### config.mk
export PLATFORM = sky130hd
export DESIGN_NAME = char_framer
export DESIGN_NICKNAME = d
export VERILOG_FILES = /design/src/rtl/framer_pkg.sv /design/src/rtl/framer_shift.sv /design/src/rtl/framer_sync_det.sv /design/src/rtl/framer_boundary.sv /design/src/rtl/char_framer.sv
export SDC_FILE = /design/constraint.sdc
export NUM_CORES = 1
export LEC_CHECK = 0
export BUFFER_PORTS_ARGS = -buffer_cell sky130_fd_sc_hd__buf_2
export CORE_UTILIZATION = 53
export CTS_BUF_LIST = sky130_fd_sc_hd__clkbuf_2 sky130_fd_sc_hd__clkbuf_4 sky130_fd_sc_hd__clkbuf_8
export CTS_CLUSTER_DIAMETER = 120
export CTS_CLUSTER_SIZE = 25
export DETAILED_ROUTE_END_ITERATION = 6
export PLACE_DENSITY = 0.82
export SYNTH_ARGS = -nofsm -noshare
export SYNTH_HDL_FRONTEND = slang
export SYNTH_SLANG_ARGS = --single-unit
### constraint.sdc
create_clock -name clk -period 1.4 [get_ports clk]
set_input_delay 0.07 -clock clk [delete_from_list [all_inputs] [get_ports clk]]
set_output_delay 0.07 -clock clk [all_outputs]
set_load 0.05 [all_outputs]
### src/rtl/framer_pkg.sv
package framer_pkg;
  localparam int NARROW_W_DEF = 10;
  localparam int WIDE_W_DEF   = 12;

  typedef enum logic {
    MODE_WIDE   = 1'b0,
    MODE_NARROW = 1'b1
  } width_mode_e;
endpackage

### src/rtl/framer_shift.sv
module framer_shift #(
  parameter int NARROW_W = 10,
  parameter int WIDE_W   = 12
) (
  input  logic              clk,
  input  logic              rst_n,
  input  logic              bit_en_i,
  input  logic              bit_in_i,
  input  logic              narrow_i,
  output logic [WIDE_W-1:0] win_o,
  output logic              win_full_o
);
  localparam int FW  = $clog2(WIDE_W + 1);
  localparam int FWP = FW + 1;
  localparam logic [FWP-1:0] NEED_N = FWP'(NARROW_W);
  localparam logic [FWP-1:0] NEED_W = FWP'(WIDE_W);
  localparam logic [FW-1:0]  SAT    = FW'(WIDE_W);

  logic [WIDE_W-1:0] sr_q, sr_d, sr_next;
  logic [FW-1:0]     fill_q, fill_d;
  logic [FWP-1:0]    fill_inc;

  // newest bit enters at the top, so the oldest bit of a window is lowest
  always_comb begin
    sr_next = {bit_in_i, sr_q[WIDE_W-1:1]};
    sr_d    = bit_en_i ? sr_next : sr_q;
    fill_d  = fill_q;
    if (bit_en_i && (fill_q != SAT)) fill_d = fill_q + FW'(1);
    fill_inc = {1'b0, fill_q} + FWP'(1);
  end

  always_comb begin
    if (narrow_i == framer_pkg::MODE_NARROW) begin
      win_o      = {{(WIDE_W-NARROW_W){1'b0}}, sr_next[WIDE_W-1 -: NARROW_W]};
      win_full_o = (fill_inc >= NEED_N);
    end else begin
      win_o      = sr_next;
      win_full_o = (fill_inc >= NEED_W);
    end
  end

  always_ff @(posedge clk or negedge rst_n) begin
    if (!rst_n) begin
      sr_q   <= '0;
      fill_q <= '0;
    end else begin
      sr_q   <= sr_d;
      fill_q <= fill_d;
    end
  end

  p_fill_sat_r9: assert property (@(posedge clk) disable iff (!rst_n)
    fill_q <= SAT);

  p_fill_idle_r10: assert property (@(posedge clk) disable iff (!rst_n)
    !bit_en_i |=> $stable(sr_q));
endmodule

### src/rtl/framer_sync_det.sv
module framer_sync_det #(
  parameter int                  NARROW_W    = 10,
  parameter int                  WIDE_W      = 12,
  parameter logic [NARROW_W-1:0] SYNC_NARROW = 10'h3E0,
  parameter logic [WIDE_W-1:0]   SYNC_WIDE   = 12'hFC0
) (
  input  logic              frame_en_i,
  input  logic              narrow_i,
  input  logic              win_full_i,
  input  logic [WIDE_W-1:0] win_i,
  output logic              hit_o
);
  logic match_n, match_w;

  always_comb begin
    match_n = (win_i[NARROW_W-1:0] == SYNC_NARROW);
    match_w = (win_i == SYNC_WIDE);
    hit_o   = frame_en_i && win_full_i &&
              ((narrow_i == framer_pkg::MODE_NARROW) ? match_n : match_w);
  end
endmodule

### src/rtl/framer_boundary.sv
module framer_boundary #(
  parameter int NARROW_W = 10,
  parameter int WIDE_W   = 12
) (
  input  logic              clk,
  input  logic              rst_n,
  input  logic              bit_en_i,
  input  logic              narrow_i,
  input  logic              frame_en_i,
  input  logic              win_full_i,
  input  logic              hit_i,
  input  logic [WIDE_W-1:0] win_i,
  output logic [WIDE_W-1:0] char_o,
  output logic              valid_o,
  output logic              realign_o
);
  localparam int CNT_W = $clog2(WIDE_W);
  localparam logic [CNT_W-1:0] LIM_N = CNT_W'(NARROW_W - 1);
  localparam logic [CNT_W-1:0] LIM_W = CNT_W'(WIDE_W - 1);

  logic [CNT_W-1:0]  cnt_q, cnt_d, lim;
  logic [WIDE_W-1:0] char_q;
  logic              valid_q, valid_d, realign_q, realign_d;
  logic              last, load_char;

  always_comb begin
    lim       = (narrow_i == framer_pkg::MODE_NARROW) ? LIM_N : LIM_W;
    last      = (cnt_q >= lim);
    cnt_d     = cnt_q;
    valid_d   = 1'b0;
    realign_d = 1'b0;
    load_char = 1'b0;
    if (bit_en_i) begin
      if (hit_i && !last) begin
        realign_d = 1'b1;
        cnt_d     = '0;
      end else if (last) begin
        valid_d   = 1'b1;
        load_char = 1'b1;
        cnt_d     = '0;
      end else begin
        cnt_d = cnt_q + CNT_W'(1);
      end
    end
  end

  always_ff @(posedge clk or negedge rst_n) begin
    if (!rst_n) begin
      cnt_q     <= '0;
      valid_q   <= 1'b0;
      realign_q <= 1'b0;
      char_q    <= '0;
    end else begin
      cnt_q     <= cnt_d;
      valid_q   <= valid_d;
      realign_q <= realign_d;
      if (load_char) char_q <= win_i;
    end
  end

  assign char_o    = char_q;
  assign valid_o   = valid_q;
  assign realign_o = realign_q;

  p_valid_single_r10: assert property (@(posedge clk) disable iff (!rst_n)
    valid_q |=> !valid_q);

  p_realign_single_r4: assert property (@(posedge clk) disable iff (!rst_n)
    realign_q |=> !realign_q);

  p_realign_gated_r7: assert property (@(posedge clk) disable iff (!rst_n)
    realign_q |-> $past(frame_en_i));

  p_realign_filled_r9: assert property (@(posedge clk) disable iff (!rst_n)
    realign_q |-> $past(win_full_i));

  p_idle_hold_r10: assert property (@(posedge clk) disable iff (!rst_n)
    !bit_en_i |=> ($stable(cnt_q) && !valid_q && !realign_q));

  p_cnt_range_r2: assert property (@(posedge clk) disable iff (!rst_n)
    cnt_q <= LIM_W);
endmodule

### src/rtl/char_framer.sv
module char_framer #(
  parameter int                  NARROW_W    = framer_pkg::NARROW_W_DEF,
  parameter int                  WIDE_W      = framer_pkg::WIDE_W_DEF,
  parameter logic [NARROW_W-1:0] SYNC_NARROW = 10'h3E0,
  parameter logic [WIDE_W-1:0]   SYNC_WIDE   = 12'hFC0
) (
  input  logic              clk,
  input  logic              rst_n,
  input  logic              bit_en,
  input  logic              bit_in,
  input  logic              narrow_sel,
  input  logic              frame_en,
  output logic [WIDE_W-1:0] char_out,
  output logic              char_valid,
  output logic              realign
);
  logic [WIDE_W-1:0] win;
  logic              win_full;
  logic              hit;

  framer_shift #(.NARROW_W(NARROW_W), .WIDE_W(WIDE_W)) shift_i (
    .clk        (clk),
    .rst_n      (rst_n),
    .bit_en_i   (bit_en),
    .bit_in_i   (bit_in),
    .narrow_i   (narrow_sel),
    .win_o      (win),
    .win_full_o (win_full)
  );

  framer_sync_det #(
    .NARROW_W    (NARROW_W),
    .WIDE_W      (WIDE_W),
    .SYNC_NARROW (SYNC_NARROW),
    .SYNC_WIDE   (SYNC_WIDE)
  ) det_i (
    .frame_en_i (frame_en),
    .narrow_i   (narrow_sel),
    .win_full_i (win_full),
    .win_i      (win),
    .hit_o      (hit)
  );

  framer_boundary #(.NARROW_W(NARROW_W), .WIDE_W(WIDE_W)) bnd_i (
    .clk        (clk),
    .rst_n      (rst_n),
    .bit_en_i   (bit_en),
    .narrow_i   (narrow_sel),
    .frame_en_i (frame_en),
    .win_full_i (win_full),
    .hit_i      (hit),
    .win_i      (win),
    .char_o     (char_out),
    .valid_o    (char_valid),
    .realign_o  (realign)
  );

  p_no_overlap_r4: assert property (@(posedge clk) disable iff (!rst_n)
    !(char_valid && realign));
endmodule

=== Word level (Yosys, flattened, before mapping) ===
Index checks and enable logic that the tools add are counted.

* $add $sub $neg: 3
* Reduce and logical (&&, ||, !) cells: 5
* Equal/unequal tests: 3
* $lt $le $gt $ge: 3
* Multiplexer cells: 11

{| class="wikitable"
|+ Operators by type and width
! cell !! count
|-
| == test 12 bit, second input constant || 1
|-
| 2-to-1 mux 12 bit || 1
|-
| == test 10 bit, second input constant || 1
|-
| >= comparator 5 x 4 -> 1 bit, second input constant || 2
|-
| adder 4 x 1 -> 4 bit, second input constant || 2
|-
| 2-to-1 mux 4 bit || 2
|-
| 2-to-1 mux 1 bit || 7
|-
| adder 4 x 1 -> 5 bit, second input constant || 1
|-
| >= comparator 4 bit || 1
|-
| logical AND 1 bit || 4
|-
| != test 4 bit, second input constant || 1
|-
| 2-to-1 mux 2 bit || 1
|-
| zero test 1 bit || 1
|}

* Output and inout bits: 14
* Bits in registers: 34
* Input port bits: 6
* Word-level logic and storage cells: 31

=== Depth between registers and ports, before layout ===
* Depth in word-level cells: 8
* Gate-level depth with buffers: 6
* Depth with buffers taken out: 6

=== Cells and area by module ===
A second synthesis with hierarchy kept.

* Cells, all modules: 124
* Area total of the unflattened synthesis: 1659.1 sq um

{| class="wikitable"
|+ By module, submodules not included
! module !! area an instance (sq um) !! times used !! sequential area each (sq um) !! cells each
|-
| framer_shift || 810.8 || 1 || 375.4 || 65
|-
| framer_boundary || 789.5 || 1 || 450.4 || 53
|-
| framer_sync_det || 58.8 || 1 || 0.0 || 6
|}

=== Least setup slack after synthesis ===
No wires, ideal clock.

* Kind: register to register
* From: register shift_i.fill_q[0]
* To: register bnd_i.cnt_q[2]
* Period minus slack after synthesis: 1.524 ns
* Arrival: 1.429 ns
* Stages on the path, launching flop included: 6
* Path buffers: 0
* Required time: 1.304 ns
* Library setup time: 0.096 ns
* Slack: -0.124 ns
* Cell sequence: dfrtp_1 -> ha_1 -> o21ai_0 -> a221oi_1 -> o211a_2 -> a311oi_2

* Word-level cells in the longest chain between the ends: 7
* Elaborated cells between the ends (all ways): 8
* Those cells by class: 1 x add/sub; 2 x order compare; 2 x mux; 3 x reduce/logical

{| class="wikitable"
|+ Ends and longest elaborated chain
! what !! RTL line !! RTL
|-
| from (decl) || framer_shift.sv:20 || <nowiki>logic [FW-1:0] fill_q, fill_d;</nowiki>
|-
| from (signal assigned) || framer_shift.sv:48 || <nowiki>fill_q <= fill_d;</nowiki>
|-
| adder 4 x 1 -> 5 bit (*) || framer_shift.sv:29 || <nowiki>fill_inc = {1'b0, fill_q} + FWP'(1);</nowiki>
|-
| >= comparator 5 x 4 -> 1 bit (on tied branches) || framer_shift.sv:38, framer_shift.sv:35 ||
|-
| 2-to-1 mux 1 bit (*) || framer_shift.sv:33 || <nowiki>if (narrow_i == framer_pkg::MODE_NARROW) begin</nowiki>
|-
| logical AND 1 bit (*) (2 in a row) || framer_sync_det.sv:18 || <nowiki>hit_o = frame_en_i && win_full_i &&</nowiki>
|-
| logical AND 1 bit (*) || framer_boundary.sv:34 || <nowiki>if (hit_i && !last) begin</nowiki>
|-
| 2-to-1 mux 4 bit (*) || framer_boundary.sv:34 ||
|-
| to (signal assigned) || framer_boundary.sv:54 || <nowiki>cnt_q <= cnt_d;</nowiki>
|-
| to (decl) || framer_boundary.sv:21 || <nowiki>logic [CNT_W-1:0] cnt_q, cnt_d, lim;</nowiki>
|}

Mark *: on every way between the ends. The rest lies on a longest branch, timed or not.
A chain may end at the register's enable or synchronous reset.

=== Worst setup path in the final report ===
* From: register shift_i.fill_q[0]
* To: register bnd_i.cnt_q[2]

* Word-level cells in the longest chain between the ends: 7
* Elaborated cells between the ends (all ways): 8
* Those cells by class: 1 x add/sub; 2 x order compare; 2 x mux; 3 x reduce/logical

{| class="wikitable"
|+ Ends and longest elaborated chain
! what !! RTL line !! RTL
|-
| adder 4 x 1 -> 5 bit (*) || framer_shift.sv:29 ||
|-
| named net shift_i.fill_inc[0] || framer_shift.sv:21 || <nowiki>logic [FWP-1:0] fill_inc;</nowiki>
|-
| >= comparator 5 x 4 -> 1 bit (on tied branches) || framer_shift.sv:38, framer_shift.sv:35 ||
|-
| 2-to-1 mux 1 bit (*) || framer_shift.sv:33 ||
|-
| logical AND 1 bit (*) (2 in a row) || framer_sync_det.sv:18 ||
|-
| logical AND 1 bit (*) || framer_boundary.sv:34 ||
|-
| 2-to-1 mux 4 bit (*) || framer_boundary.sv:34 ||
|}

Mark *: on every way through the listed nets, which the timed path passes. The rest lies on a longest branch.

==> results.toml <==
[cells_and_area]
utilization = 0.716
final_cell_mix = "31 x sky130_fd_sc_hd__dfrtp_1, 21 x sky130_fd_sc_hd__nand2_1, 19 x sky130_fd_sc_hd__buf_2"
filler_cell_count = 195
drive_above_1_share = 0.410
layout_commonest_cell = "sky130_fd_sc_hd__dfrtp_1"
area.growth.synth_to_final_pct = 25.7
finalInstanceArea_mm2 = 0.00202
finish.net_count = 198
diodes_inserted = 0

[power]
power.density_cell_area_mw_per_mm2 = 2310
vdd.ir_drop.worst_v = 0.00135
leakage_uw = 0.000963

[floorplan]
chipHeight_um = 57.1
core_area_mm2 = 0.00283
die_area_mm2 = 0.00326
initial_core_util = 0.569
row_count = 19
ioPinCount = 20
fp.dieW_um = 57.1

[clocking]
cts-root-to-sink-buffers = 2
cts.clk_slew.worst_paths_ns = 0.10
clk_latency_ns = 0.34
cts_tree = "built"
tritoncts.num_buffers = 5
clockRootBuffer = "sky130_fd_sc_hd__clkbuf_4"
clock_tree.htree_level_count = 2
cts_sinks = 33

[outcome]
failed_checks = "design-rule violations, negative setup slack"
result_of_the_run = "finished, violations left"

[sta]
tightest_slew_ns = 0.497
setup_repair_after_global_routing_missed_its_margin = "yes"
fin_worst_skew_ns = 0.00955
setup_violations = 17
fin_setup_tns_ns = -1.39
fmax_mhz = 650
finalCriticalPeriod_ns = 1.54
final_min_period_over_clock_period = 1.10
hold_viol_final = 0
maxSlewHeadroom = 0.669
report.final.slew_viol_count = 0
fin_ws_ns = -0.139

[logic_synthesis]
yosysTopAreaCellShare = 0.513
syn_inst = 147
yosys.area.top_type = "sky130_fd_sc_hd__dfrtp_1"
ys_ff_latch = 33
synth-main-ff-cell = "sky130_fd_sc_hd__dfrtp_1"
synthArstFlopShare = 1.00
postSynthAreaPerCell_um2 = 11.0
post_synthesis_simple_gate_area_fraction = 0.127
synth_compound_gate_area_share = 0.140
yosys.cell_types.count = 36
yosysSeqAreaShare = 0.513
synthTopCellsByArea = "sky130_fd_sc_hd__dfrtp_1 51%, sky130_fd_sc_hd__mux2_2 8.4%, sky130_fd_sc_hd__mux2i_1 5.6%, sky130_fd_sc_hd__nand2_1 5.1%, sky130_fd_sc_hd__o21ai_0 4.0%"
post_synth_fa_ha_maj_area_fraction = 0.0389
synth-xor-area-share = 0.0109
largest_family_of_logic_cells_by_synthesized_area = "compound AO/OA/AOI/OAI gates"
synth.cell_area_mm2 = 0.00161
postSynthNetCount = 158
number_of_flops_mapped_to_enable_cells_by_yosys = 0
muxShareOfSynthArea = 0.140
synthesis_warning_total = 0

[detailed_routing]
first_iter_violations = 51
wire_length_after_detailed_routing_mm = 3.36
route.detailed.wl_per_inst_um = 15.3
drt_drc_violations_left = 4
dr.pass1.iters = 6
final_antenna_net_count = 0
routed-via-count = 1274
vias_per_cell = 5.82

[placement]
dp_hpwl_mm = 2.47
detailed_place.area_mm2 = 0.00192
routability_congestion_estimate = 0.827
pre_cts_slack_ns = -0.143
place.port_buffers = 19

[worst_setup_path]
crit_path_max_fanout = 5
critical_path.startpoint_type = "flop"
worst_ep_arrival_time_ns = 1.74
data_required_time_of_the_critical_path_ns = 1.60
criticalPathCategory = "reg -> reg"
critPathCaptureType = "flop"

[worst_hold_path]
hold_class = "in -> reg"

[global_route]
globalRouteTotalUtil = 0.232
number_of_global_route_vias_before_repair = 1293
antenna_found_initial = 0
global_route_wire_length_before_repair_mm = 5.70
remaining_global_route_overflow = 0
grt_start_max_net_pins = 27

[flow_run]
max_cap_violations = 0
[repair_timing]
action,CTS,global route
gates cloned,0,0
gates resized for setup,8,2
endpoints found under the setup margin,17,17
hold endpoints to repair,33,0
setup buffers,0,0
pin swaps,3,1
hold buffers,1,0
[report_power, final]
group	leakage (µW)	switching (µW)	internal (µW)
registers	0.000402	336	1330
clock network	0.0000489	321	446
logic	0.000512	1320	923
total	0.000963	1970	2700
[through the flow]
step	hold slack, ns	total power (µW)	instances
floorplan	-0.226	3110	147
global placement	-0.00810	3750	210
detailed placement	-0.00401	3880	210
CTS	0.0244	4660	219
global route	0.0200	4950	219
finish	0.00964	4670	219
[final cells by class]
class,instances,area [µm²],share of cell area
flip-flops and latches,33,828,0.409
multi-input cells,103,782,0.386
repair buffers,40,272,0.134
clock buffers,7,58.8,0.0290
well taps,31,38.8,0.0192
clock inverters,1,30.0,0.0148
inverters,4,15.0,0.00742
[logic make-up after synthesis]
kind of cell,count (synthesis)
compound gates,34
xor+xnor,2
fa+ha+maj,5
buf+inv,11
flops,33
mux,21
simple gates,41
[path summary, 6_finish.rpt]
| check | start | endpoint | slack (ns) | cells past startpoint |
|---|---|---|---|---|
| worst max-delay path | shift_i.fill_q[0]$_DFFE_PN0P_ | bnd_i.cnt_q[2]$_DFFE_PN0P_ | -0.14 | 6 |
| min in group asynchronous | rst_n | bnd_i.char_o[9]$_DFFE_PN0P_ | 0.18 | 2 |
| worst max register to register | shift_i.fill_q[0]$_DFFE_PN0P_ | bnd_i.cnt_q[2]$_DFFE_PN0P_ | -0.14 | 6 |
| worst min register to register | bnd_i.char_o[4]$_DFFE_PN0P_ | bnd_i.char_o[4]$_DFFE_PN0P_ | 0.49 | 2 |
| max in group asynchronous | rst_n | shift_i.fill_q[0]$_DFFE_PN0P_ | 0.75 | 3 |
| worst min-delay path | bit_in | bnd_i.char_o[11]$_DFFE_PN0P_ | 0.01 | 3 |
[layer usage]
| layer | vias to the layer above | global-route usage | share of wire |
|---|---|---|---|
| met5 | - | 0 | 0 |
| met4 | 0 | 0.101 | 0.024 |
| met3 | 12 | 0.0726 | 0.042 |
| met2 | 34 | 0.390 | 0.50 |
| met1 | 620 | 0.275 | 0.44 |
| li1 | 608 | - | - |
[critical path, stage by stage, from the launching register on]
cell	delay, ns
sky130_fd_sc_hd__dfrtp_2	0.44
sky130_fd_sc_hd__inv_2	0.06
sky130_fd_sc_hd__ha_4	0.27
sky130_fd_sc_hd__nand2_2	0.06
sky130_fd_sc_hd__a221oi_2	0.22
sky130_fd_sc_hd__o211a_2	0.25
sky130_fd_sc_hd__a311oi_2	0.10
[flip-flops by register name, summed over array words and instances, names as in the netlist]
| name | flops |
|---|---|
| bnd_i.cnt_q | 4 |
| shift_i.sr_q | 11 |
| bnd_i.valid_o | 1 |
| shift_i.fill_q | 4 |
| bnd_i.realign_o | 1 |
| bnd_i.char_o | 12 |
[cells in the mapped netlist, drive strengths merged (2+ instances only)]
library cell / n
nand2: 22
buf: 6
a21oi: 6
inv: 4
dfrtp: 33
mux2: 12
mux2i: 9
nor2: 4
o21ai: 13
o211ai: 2
nand3: 3
nand2b: 4
ha: 5
a31oi: 3
Note: power is estimated with default switching activity, not from simulation.
